`src/rtl/ackacc_pkg.sv`:
```
package ackacc_pkg;

    typedef enum logic [2:0] {
        EV_NONE      = 3'd0,
        EV_DATA_DONE = 3'd1,
        EV_DATA_OPEN = 3'd2,
        EV_DATA_LAST = 3'd3,
        EV_ACK_OPEN  = 3'd4,
        EV_ACK_LAST  = 3'd5,
        EV_PROTO_ERR = 3'd6,
        EV_RANGE_ERR = 3'd7
    } evt_t;

endpackage

```
`src/rtl/ackacc_range.sv`:
```
module ackacc_range #(
    parameter int W     = 6,
    parameter int LIMIT = 15
) (
    input  logic signed [W-1:0] val_i,
    output logic                ok_o
);
    localparam logic signed [W-1:0] HI = W'(LIMIT);
    localparam logic signed [W-1:0] LO = -HI;

    always_comb begin
        ok_o = (val_i <= HI) && (val_i >= LO);
    end
endmodule

```
`src/rtl/ackacc_classify.sv`:
```
module ackacc_classify
    import ackacc_pkg::*;
#(
    parameter int CNT_W       = 5,
    parameter int MAX_SHARERS = 15
) (
    input  logic                    busy_i,
    input  logic signed [CNT_W-1:0] pend_i,
    input  logic                    data_vld_i,
    input  logic signed [CNT_W-1:0] data_cnt_i,
    input  logic                    ack_vld_i,
    output evt_t                    code_o,
    output logic signed [CNT_W-1:0] pend_o,
    output logic                    final_o
);
    localparam int WIDE_W = CNT_W + 1;
    localparam logic signed [WIDE_W-1:0] ONE_W = 1;
    localparam logic signed [CNT_W-1:0]  ONE_N = 1;

    logic signed [WIDE_W-1:0] pend_w;
    logic signed [WIDE_W-1:0] cnt_w;
    logic signed [WIDE_W-1:0] sum_w;
    logic signed [WIDE_W-1:0] dec_w;
    logic                     sum_ok;
    logic                     dec_ok;

    always_comb begin
        pend_w = {pend_i[CNT_W-1], pend_i};
        cnt_w  = {data_cnt_i[CNT_W-1], data_cnt_i};
        sum_w  = pend_w + cnt_w;
        dec_w  = pend_w - ONE_W;
    end

    ackacc_range #(.W(WIDE_W), .LIMIT(MAX_SHARERS)) u_sum_rng (
        .val_i (sum_w),
        .ok_o  (sum_ok)
    );

    ackacc_range #(.W(WIDE_W), .LIMIT(MAX_SHARERS)) u_dec_rng (
        .val_i (dec_w),
        .ok_o  (dec_ok)
    );

    always_comb begin
        code_o  = EV_NONE;
        pend_o  = pend_i;
        final_o = 1'b0;
        if (!data_vld_i && !ack_vld_i) begin
            code_o = EV_NONE;
        end else if ((data_vld_i && ack_vld_i) || !busy_i) begin
            code_o = EV_PROTO_ERR;
        end else if (data_vld_i) begin
            if (data_cnt_i == '0) begin
                code_o  = EV_DATA_DONE;
                pend_o  = '0;
                final_o = 1'b1;
            end else if (sum_w == '0) begin
                code_o  = EV_DATA_LAST;
                pend_o  = '0;
                final_o = 1'b1;
            end else if (!sum_ok) begin
                code_o = EV_RANGE_ERR;
            end else begin
                code_o = EV_DATA_OPEN;
                pend_o = sum_w[CNT_W-1:0];
            end
        end else begin
            if (pend_i == ONE_N) begin
                code_o  = EV_ACK_LAST;
                pend_o  = '0;
                final_o = 1'b1;
            end else if (!dec_ok) begin
                code_o = EV_RANGE_ERR;
            end else begin
                code_o = EV_ACK_OPEN;
                pend_o = dec_w[CNT_W-1:0];
            end
        end
    end
endmodule

```
`src/rtl/ack_count_accum.sv`:
```
module ack_count_accum
    import ackacc_pkg::*;
#(
    parameter int MAX_SHARERS = 15,
    parameter int CNT_W       = $clog2(MAX_SHARERS + 1) + 1
) (
    input  logic                    clk,
    input  logic                    rst_n,
    input  logic                    alloc_i,
    input  logic                    clear_i,
    input  logic                    data_vld_i,
    input  logic signed [CNT_W-1:0] data_cnt_i,
    input  logic                    ack_vld_i,
    output logic                    busy_o,
    output logic signed [CNT_W-1:0] pending_o,
    output logic                    evt_vld_o,
    output logic [2:0]              evt_code_o,
    output logic                    done_o,
    output logic                    err_o
);
    localparam logic signed [CNT_W-1:0] PEND_HI = CNT_W'(MAX_SHARERS);

    typedef struct packed {
        logic                    busy;
        logic signed [CNT_W-1:0] pend;
        logic                    evt_vld;
        evt_t                    code;
        logic                    done;
        logic                    err;
    } st_t;

    st_t                     st_d, st_q;
    evt_t                    cls_code;
    logic signed [CNT_W-1:0] cls_pend;
    logic                    cls_final;

    ackacc_classify #(.CNT_W(CNT_W), .MAX_SHARERS(MAX_SHARERS)) u_cls (
        .busy_i     (st_q.busy),
        .pend_i     (st_q.pend),
        .data_vld_i (data_vld_i),
        .data_cnt_i (data_cnt_i),
        .ack_vld_i  (ack_vld_i),
        .code_o     (cls_code),
        .pend_o     (cls_pend),
        .final_o    (cls_final)
    );

    always_comb begin
        st_d         = st_q;
        st_d.evt_vld = 1'b0;
        st_d.code    = EV_NONE;
        st_d.done    = 1'b0;
        if (clear_i) begin
            st_d.busy = 1'b0;
            st_d.pend = '0;
        end else if (alloc_i) begin
            st_d.busy = 1'b1;
            st_d.pend = '0;
            st_d.err  = 1'b0;
        end else if (cls_code != EV_NONE) begin
            st_d.evt_vld = 1'b1;
            st_d.code    = cls_code;
            st_d.pend    = cls_pend;
            if (cls_final) begin
                st_d.done = 1'b1;
                st_d.busy = 1'b0;
            end
            if (cls_code == EV_PROTO_ERR || cls_code == EV_RANGE_ERR) begin
                st_d.err = 1'b1;
            end
        end
    end

    always_ff @(posedge clk) begin
        if (!rst_n) begin
            st_q <= '{busy: 1'b0, pend: '0, evt_vld: 1'b0, code: EV_NONE,
                      done: 1'b0, err: 1'b0};
        end else begin
            st_q <= st_d;
        end
    end

    assign busy_o     = st_q.busy;
    assign pending_o  = st_q.pend;
    assign evt_vld_o  = st_q.evt_vld;
    assign evt_code_o = st_q.code;
    assign done_o     = st_q.done;
    assign err_o      = st_q.err;


    done_once_chk: assert property (@(posedge clk) disable iff (!rst_n)
        done_o |=> !done_o);


    done_idle_chk: assert property (@(posedge clk) disable iff (!rst_n)
        done_o |-> (!busy_o && pending_o == '0));


    pend_range_chk: assert property (@(posedge clk) disable iff (!rst_n)
        (pending_o <= PEND_HI) && (pending_o >= -PEND_HI));


    alloc_open_chk: assert property (@(posedge clk) disable iff (!rst_n)
        (alloc_i && !clear_i) |=> (busy_o && pending_o == '0 && !err_o && !evt_vld_o));


    idle_refuse_chk: assert property (@(posedge clk) disable iff (!rst_n)
        (!busy_o && !alloc_i && !clear_i && (data_vld_i || ack_vld_i))
        |=> (err_o && !busy_o && evt_code_o == EV_PROTO_ERR && pending_o == $past(pending_o)));


    ack_dec_chk: assert property (@(posedge clk) disable iff (!rst_n)
        (busy_o && ack_vld_i && !data_vld_i && !alloc_i && !clear_i
         && pending_o != 1 && pending_o > -PEND_HI)
        |=> (pending_o == $past(pending_o) - 1));
endmodule

```
`config.mk`:
```
export PLATFORM = sky130hd
export DESIGN_NAME = ack_count_accum
export DESIGN_NICKNAME = d
export VERILOG_FILES = /design/src/rtl/ackacc_pkg.sv /design/src/rtl/ackacc_range.sv /design/src/rtl/ackacc_classify.sv /design/src/rtl/ack_count_accum.sv
export SDC_FILE = /design/constraint.sdc
export NUM_CORES = 1
export LEC_CHECK = 0
export CORE_MARGIN = 4
export CORE_UTILIZATION = 45
export DETAILED_ROUTE_END_ITERATION = 10
export DONT_BUFFER_PORTS = 1
export SLEW_MARGIN = 15
export SYNTH_ARGS = -nofsm -noshare
export SYNTH_HDL_FRONTEND = slang
export SYNTH_HIERARCHICAL = 1
export SYNTH_SLANG_ARGS = --single-unit
```
`constraint.sdc`:
```
create_clock -name clk -period 4.3 [get_ports clk]
set_clock_uncertainty 0.15 [all_clocks]
set_input_delay 0.43 -clock clk [delete_from_list [all_inputs] [get_ports clk]]
set_output_delay 0.43 -clock clk [all_outputs]
set_load 0.005 [all_outputs]
```
==> results summary, run 1 <==
The number of nets in the final layout is 159. In this run the vertical extent of the chip is 59.3 um. The final HPWL from detailed placement is 2.34 mm. The area of the core region came out at 2500 um2.

The count of flip-flops with a built-in enable after synthesis came out at 0. For this run, the number of standard cells in the final layout without fillers is 169. The diode insertion count for antenna repair came out at 0.

After detailed routing, the total wire length is 2.99 mm. The number of sinks on the clock net came out at 12. The combined global-route utilization of all metal layers came out at 0.187.

The routed via count divided by cell count is 6.40. The hold violation count in the final report came out at 0. The pin count of the biggest net entering global routing is 14. Setup violations remaining at the end of the flow were counted as 0. The area enclosed by the die boundary came out at 3510 um2. The total placed cells including tap cells is 165.

The number of port buffers came out at 0. The I/O pin count is 23. The routability-driven placement congestion ratio is 0.862.

The maximum clock frequency came out at 284 MHz. The number of global-route vias before repair came to 1038. The required arrival time at the worst endpoint is 4.35 ns.

The DRC violations left came out at 0. Data on the critical path arrives at its endpoint at 3.57 ns. The transition at the pin with the smallest max-transition slack is 0.498 ns.

The biggest area contributor in the post-synthesis netlist is dfxtp_1. The number of buffers inserted during clock tree synthesis is 3. The H-tree depth is 1. The worst setup path is of the flop to flop kind. The worst setup path is captured at a flop. Clock-pin slew was measured on the worst setup and hold paths at 0.07 ns. The power density of the placed cells is 212 nW/um2.

The area share of the largest cell type after synthesis is 0.203. For this run, the leading register cell type out of synthesis is dfxtp_1. The share of the cycle needed by the critical path after routing is 0.819.

The max-slew violation count is 0. The static leakage came out at 0.494 nW. The worst hold path class is input pin to flop. The run finished with clean final reports. The number of max-cap violations is 0. The average cell area after synthesis is 8.52 um2.

Setup repair after global routing left no endpoint under its margin. TritonCTS built the clock tree. After filler insertion, the fill cell instance count of the layout stands at 238. The clock latency on the worst-skew pair is 0.27 ns.

The area after detailed placement came out at 1190 um2. In this run, post-CTS hold repair placed 0 buffers. Summed over all layers, the global routing overflow is 0. The proportion of register bits with asynchronous set or reset after synthesis is 0. The floorplan has 18 rows.

The post-route cell area came out at 1230 um2. The worst slew slack as a fraction of its limit is 0.667. The maximum buffer depth of the clock tree is 2. The number of warnings issued by yosys came out at 6. The synthesized netlist net count is 158. The floorplan die width is 59.3 um.

The total chip power is 261 uW. In the final layout, the share of cells above drive strength 1 is 0.173. The starting utilization of the core area is 0.473. For this run, the detailed router's first-pass iteration total came to 4. The summed negative setup slack over all endpoints came out at 0 ns. The summed instance area of the synthesized netlist is 1180 um2. The highest fanout seen on the critical path is 12. The root buffer cell chosen for the clock tree is clkbuf_4. The antenna violation net count after detailed routing is 0. The number of buffers inserted by post-CTS setup repair came out at 0. The post-route minimum period is 3.52 ns. The area overhead of the layout relative to synthesis is 3.81%. Dividing the detail-routed wire length by the instance count gives 17.7 um. The startpoint type of the worst setup path is a flop. Measured on the finished design, the core utilization comes to 0.491. After technology mapping, the gate count stands at 139. The DRC violation total after the first TritonRoute iteration is 67. Counting distinct cell types in the post-synthesis netlist gives 54.

The initial antenna violation count was 0. The worst-case IR drop observed on VDD is 0.000229 V. The global-route wire length before repair came out at 5.05 mm. The count of vias placed by the detailed router came out at 1082.

Of the synthesized area, sequential elements account for 0.203. The total of cells resized after clock tree synthesis came out at 0. Yosys attributes the largest share of cell area to dfxtp_1 20%, ha_1 7.4%, a21oi_1 4.7%. The synthesized design contains 12 register bits.
per-layer routing:
layer,routed length [um],track usage,vias up,part of all wire
met5,0,0,-,0
li1,-,-,528,-
met1,1400,0.271,521,0.47
met4,29,0.0356,0,0.0097
met2,1370,0.268,30,0.46
met3,189,0.0610,3,0.063
Yosys cell counts (all sizes together) (2+ instances only):
master and instances:
or3 2, a21oi 12, and3 2, xor2 4, inv 12, nor2 8, o22ai 2, o221a 2
buf 6, mux2i 4, nor3b 2, and2 5, o31ai 6, o41ai 4, xnor2 2, dfxtp 12
nand3 2, ha 7, o21ai 8, o221ai 2, nand2 9, a31o 2, or4b 5
final cells by class:
| type | instances | area, um2 | share of cell area |
|---|---|---|---|
| Multi-Input combinational cell | 108 | 847 | 0.689 |
| Sequential cell | 12 | 240 | 0.196 |
| Inverter | 12 | 45.0 | 0.0367 |
| Tap cell | 30 | 37.5 | 0.0305 |
| Clock buffer | 4 | 36.3 | 0.0295 |
| Timing Repair Buffer | 3 | 22.5 | 0.0183 |
cells in the final DEF (no fill, tap or decap), types with 4 or more instances in the layout:
master,netlist,routed
inv_1,12,12
dfxtp_1,12,12
a21oi_1,11,11
nand2_1,9,9
ha_1,7,7
o31ai_1,6,6
nor2_1,6,6
or4b_1,5,5
and2_1,4,4
xor2_1,4,4
mux2i_1,4,4
o41ai_1,4,4
where the power goes:
part           switching, mW  internal [mW]  total (mW)
Clock                 0.0365         0.0515      0.0880
Combinational         0.0325         0.0242      0.0567
Sequential           0.00263          0.114       0.116
Total                 0.0717          0.189       0.261
cell families after synthesis:
group                    synth area share
AO/OA/AOI/OAI                       0.315
XOR/XNOR                           0.0507
adder cells (fa/ha/maj)            0.0909
buffers and inverters              0.0814
flip-flops                          0.203
multiplexers                       0.0338
AND/OR/NAND/NOR                     0.225
state kept, by name, indices dropped and copies added, names as in the netlist:
| name | cells |
|---|---|
| pending_o | 5 |
| err_o | 1 |
| evt_code_o | 3 |
| busy_o | 1 |
| evt_vld_o | 1 |
| done_o | 1 |
through the flow:
stage / hold WS (ns) / worst slack, ns
final: 0.142 / 0.777
after global routing: 0.136 / 0.478
after CTS: 0.133 / 0.778
after detailed placement: 0.406 / 0.812
after global placement: 0.398 / 0.911
after floorplan: 0.371 / 0.987
worst max-delay path: stages, from the launching register on:
cell	delay, ns
dfxtp_1	0.41
ha_1	0.26
fa_1	0.40
a21o_1	0.21
a21oi_2	0.18
xnor2_2	0.19
o41ai_1	0.13
mux2i_1	0.14
buf_4	0.19
o211ai_2	0.11
o221a_1	0.35
or4b_1	0.55
a21oi_1	0.16
path summary, 6_finish.rpt:
path	slack, ns	startpoint	to	cells after the start
setup / recovery	0.78	pending_o[0]$_SDFFE_PP0P_	pending_o[3]$_SDFFE_PP0P_	12
hold reg to reg	0.41	err_o$_SDFFE_PN0P_	err_o$_SDFFE_PN0P_	1
setup reg to reg	0.78	pending_o[0]$_SDFFE_PP0P_	pending_o[3]$_SDFFE_PP0P_	12
hold / removal	0.14	rst_n	busy_o$_SDFFE_PP0P_	2
(Power assumes the default switching activity.)
==> inputs of run 2 (changes only) <==
- ABC_AREA: default -> 1
- clock period: 4.3 -> 3 ns (I/O delays scaled with it)
==> run 2 against run 1 <==
  * Global-route usage fell by 2.2 points
  * Sequential power up 44%
  * First-iteration DRC count is 37% lower
  * Non-clock buffer count is 2 higher
  * Critical path depth up 3
  * Register-to-register slack worse by 0.45 ns
  * Critical endpoint is now pending_o[4]$_SDFFE_PP0P_
  * Sequential share of layout area shrank 1.0 points
  * Critical path type unchanged
==> results summary, run 2 <==
Outcome: finished clean (unchanged). Leading post-synthesis cells by instance count: 31 x inv_1, 31 x nand2_1, 30 x nor2_1 (was 12 x dfxtp_1, 12 x inv_1, 11 x a21oi_1). Unrepaired setup endpoints after global routing: false (unchanged).

The count of different cell masters after synthesis came out at 30 (was 54). The area share of the largest cell type after synthesis is 0.199 (was 0.203). The depth of the critical timing path with buffers and inverters included came out at 15 (was 12). The standard cell with the maximum stage delay on the critical path is dfxtp_1 (was or4b_1). The clock tree from TritonCTS is built (unchanged). The net switching power figure was 128 uW (was 71.7 uW). The maximum clock frequency is 374 MHz (was 284 MHz). The terminus of the critical flop-to-flop path was pending_o[4]$_SDFFE_PP0P_ (was pending_o[3]$_SDFFE_PP0P_).

The switching share of total power was 0.316 (was 0.275). The fraction of power consumed by the clock network is 0.313 (was 0.337). The share of the cycle needed by the critical path after routing is 0.890 (was 0.819). The cell depth of the worst flop-to-flop path came out at 15 (was 12). The minimum setup slack in the final design is 0.329 ns (was 0.777 ns). The number of iterations in the first detailed-routing pass is 4 (unchanged). The initial antenna violation count was 0 (unchanged).

The wire length after detailed routing is 2.74 mm (was 2.99 mm). The buffer cell driving the clock tree root is clkbuf_4 (unchanged). The routability-driven placement congestion ratio is 0.827 (was 0.862). The worst slack at placement is 0.359 ns (was 0.812 ns). CP cell instances: inv_1 -> ha_1 -> nand2_1 -> xor2_1 -> or2_0 -> nand2_1 -> nor2_4 -> inv_2 -> a31o_2 -> inv_1 -> inv_1 -> nand2_4 -> clkinv_2 -> nor2_1 -> nor2_1 (was ha_1 -> fa_1 -> a21o_1 -> a21oi_2 -> xnor2_2 -> o41ai_1 -> mux2i_1 -> buf_4 -> o211ai_2 -> o221a_1 -> or4b_1 -> a21oi_1).

The part of the Yosys area used for sequential elements is 0.199 (was 0.203). The biggest cell delay along the critical path came to 0.54 ns (was 0.55 ns). The nature of the critical path endpoint is a flop (unchanged). The global-route wire length before repair was 4.55 mm (was 5.05 mm). The largest voltage drop on the vdd net came out at 0.000281 V (was 0.000229 V). Among the stages of the critical path, the cell type that occurs most often is inv_1. The power density of the placed cells is 313 nW/um2 (was 212 nW/um2). The worst-case register-to-register setup slack is 0.33 ns (was 0.78 ns).

The I/O pin count was 23 (unchanged). The routed wirelength normalized by instance count was 12.3 um (was 17.7 um). The clock latency on the worst-skew pair came out at 0.27 ns (about the same).

The total of endpoints with negative setup slack in the final report is 0 (unchanged). The hold buffer count at cts came out at 0 (unchanged). The highest fanout seen on the critical path came out at 8 (was 12).

The buffering stage count on the worst path with inverters included is 5 (was 1). The total global routing overflow was 0 (unchanged). Biggest area contributors in the synthesized netlist: dfxtp_1 20%, inv_1 9.6%, nand2_1 9.6% (was dfxtp_1 20%, ha_1 7.4%, a21oi_1 4.7%). The startpoint type of the worst setup path is a flop (unchanged). The number of buffers inserted during clock tree synthesis is 3 (unchanged). The combined global-route utilization of all metal layers came to 0.164 (was 0.187).

The routed via count divided by cell count came to 5.12 (was 6.40). The most frequently used flop master after synthesis is dfxtp_1 (unchanged). The number of max-cap violations came to 0 (unchanged). The chip height is 59.8 um (was 59.3 um). The register containing the most flip-flops in the final layout was pending_o (unchanged). The proportion of register bits with asynchronous set or reset after synthesis is 0 (unchanged). The static leakage is 0.609 nW (was 0.494 nW). The number of nets in the final layout came out at 213 (was 159). The final HPWL from detailed placement is 2.25 mm (was 2.34 mm). The source of the critical timing path was pending_o[1]$_SDFFE_PP0P_ (was pending_o[0]$_SDFFE_PP0P_).

The number of sinks on the clock net came out at 12 (unchanged). The number of buffers inserted by post-CTS setup repair was 0 (unchanged). The summed negative setup slack over all endpoints came to 0 ns (unchanged). The power share of the combinational group came to 0.275 (was 0.217).

The synthesized flop and latch total came out at 12 (unchanged). The library cell with the largest summed area after synthesis is dfxtp_1 (unchanged). The area overhead of the layout relative to synthesis came out at 7.47% (was 3.81%). The diode insertion count for antenna repair came out at 0 (unchanged). The post-route minimum period came out at 2.67 ns (was 3.52 ns). The transition at the pin with the smallest max-transition slack is 0.433 ns (was 0.498 ns).

The DRC violation total after the first TritonRoute iteration came out at 42 (was 67). The summed instance area of the synthesized netlist came out at 1210 um2 (was 1180 um2). The clock-pin slew on the worst setup and hold paths is 0.07 ns (about the same). The number of warnings issued by yosys was 6 (unchanged). The number of port buffers was 0 (unchanged). The number of rows created at floorplan came out at 18 (unchanged).

The kind of cell with the highest combined delay on the critical path is simple AND/OR/NAND/NOR gates (was compound AO/OA/AOI/OAI gates). The number of flip-flops in the largest register is 5 (unchanged). The layout filler cell count came out at 280 (was 238). The max-slew violation count came out at 0 (unchanged). The internal power is 277 uW (was 189 uW).

The DRC violations left is 0 (unchanged). The maximum buffer depth of the clock tree came to 2 (unchanged). The post-synthesis instance total came out at 186 (was 139).

The antenna violation net count after detailed routing is 0 (unchanged). The H-tree depth came out at 1 (unchanged). Commonest cells after routing, fill and taps aside: 31 x inv_1, 31 x nand2_1, 30 x nor2_1 (was 12 x inv_1, 12 x dfxtp_1, 11 x a21oi_1). The average cell area after synthesis came out at 6.48 um2 (was 8.52 um2). The total placed cells including tap cells is 219 (was 165). The starting utilization of the core area came out at 0.478 (was 0.473).

The final standard cell count with taps included and fillers excluded was 223 (was 169). The required arrival time at the worst endpoint is 3.01 ns (was 4.35 ns). The data arrival time of the worst path came out at 2.69 ns (was 3.57 ns). The worst hold path class was input pin to flop (unchanged). The kind of critical path was flop to flop (unchanged). The floorplan die width is 59.8 um (was 59.3 um).

The final cell utilization of the core is 0.514 (was 0.491). The worst slew slack as a fraction of its limit came to 0.711 (was 0.667). The hold violation count in the final report came out at 0 (unchanged).

The count of flip-flops with a built-in enable after synthesis came out at 0 (unchanged). The pin count of the biggest net entering global routing is 13 (was 14). The worst setup path endpoint is pending_o[4]$_SDFFE_PP0P_ (was pending_o[3]$_SDFFE_PP0P_). The startpoint of the worst register-to-register path is pending_o[1]$_SDFFE_PP0P_ (was pending_o[0]$_SDFFE_PP0P_). The area enclosed by the die boundary came out at 3570 um2 (was 3510 um2). The final hold slack came out at 0.0249 ns (was 0.142 ns). The share of post-route cells with drive strength above 1 is 0.197 (was 0.173). The proportion of power drawn by flip-flops and latches is 0.412 (was 0.446). The total of cells resized after clock tree synthesis came out at 0 (unchanged). The number of global-route vias before repair came to 1053 (was 1038). The count of vias placed by the detailed router came out at 1141 (was 1082). The area of the core region came out at 2520 um2 (was 2500 um2).

The synthesized netlist net count came out at 205 (was 158).
run 2: cell count changes after synthesis, sizes merged, moves of 4 or more:
cell,previous run,this run
and2,5,0
mux2i,4,0
nand3,2,16
nor2,8,36
o21ai,8,14
or4b,5,0
o41ai,4,0
o31ai,6,0
nand2,9,39
buf,6,1
inv,12,33
run 2: metrics by stage:
stage	instance area, um2	power [mW]
6_report	1300	0.405
3_3_place_gp	1260	0.280
2_1_floorplan	1210	0.264
3_5_place_dp	1260	0.282
4_1_cts	1300	0.408
5_1_grt	1300	0.431
run 2: power groups by stage:
stage | Clock, mW | Combinational, mW | Sequential [mW]
3_3_place_gp | 0 | 0.109 | 0.171
2_1_floorplan | 0 | 0.0929 | 0.171
6_report | 0.127 | 0.112 | 0.167
5_1_grt | 0.137 | 0.127 | 0.167
4_1_cts | 0.129 | 0.112 | 0.167
3_5_place_dp | 0 | 0.111 | 0.171
run 2: cell type report:
class / instances / area (um2) / share of cell area
Multi-Input combinational cell: 138 / 816 / 0.629
Clock buffer: 4 / 36.3 / 0.0280
Sequential cell: 12 / 240 / 0.185
Inverter: 34 / 129 / 0.0994
Tap cell: 30 / 37.5 / 0.0290
Timing Repair Buffer: 5 / 37.5 / 0.0290
run 2: how the worst min path moves through the flow:
stage / to / from / slack (ns) / cells after the start
6_report: err_o$_SDFFE_PN0P_ / rst_n / 0.02 / 2
3_5_place_dp: err_o$_SDFFE_PN0P_ / rst_n / 0.31 / 2
4_1_cts: err_o$_SDFFE_PN0P_ / rst_n / 0.02 / 2
2_1_floorplan: err_o$_SDFFE_PN0P_ / rst_n / 0.29 / 2
3_3_place_gp: err_o$_SDFFE_PN0P_ / rst_n / 0.30 / 2
5_1_grt: busy_o$_SDFFE_PP0P_ / alloc_i / 0.03 / 2
run 2: layer usage:
metal / global-route usage / wire length, um / part of all wire
met1: 0.238 / 1300 / 0.47
met2: 0.256 / 1250 / 0.46
met3: 0.0216 / 182 / 0.067
met4: 0.0380 / 8 / 0.0029
met5: 0 / 0 / 0
run 2: cells by family (layout without fill, tap and decap cells):
logic type,Yosys count,count (layout),synth area share
adder cells (fa/ha/maj),8,8,0.0892
XOR/XNOR,4,4,0.0290
buffers and inverters,36,43,0.124
AND/OR/NAND/NOR,97,97,0.397
flip-flops,12,12,0.199
AO/OA/AOI/OAI,29,29,0.161
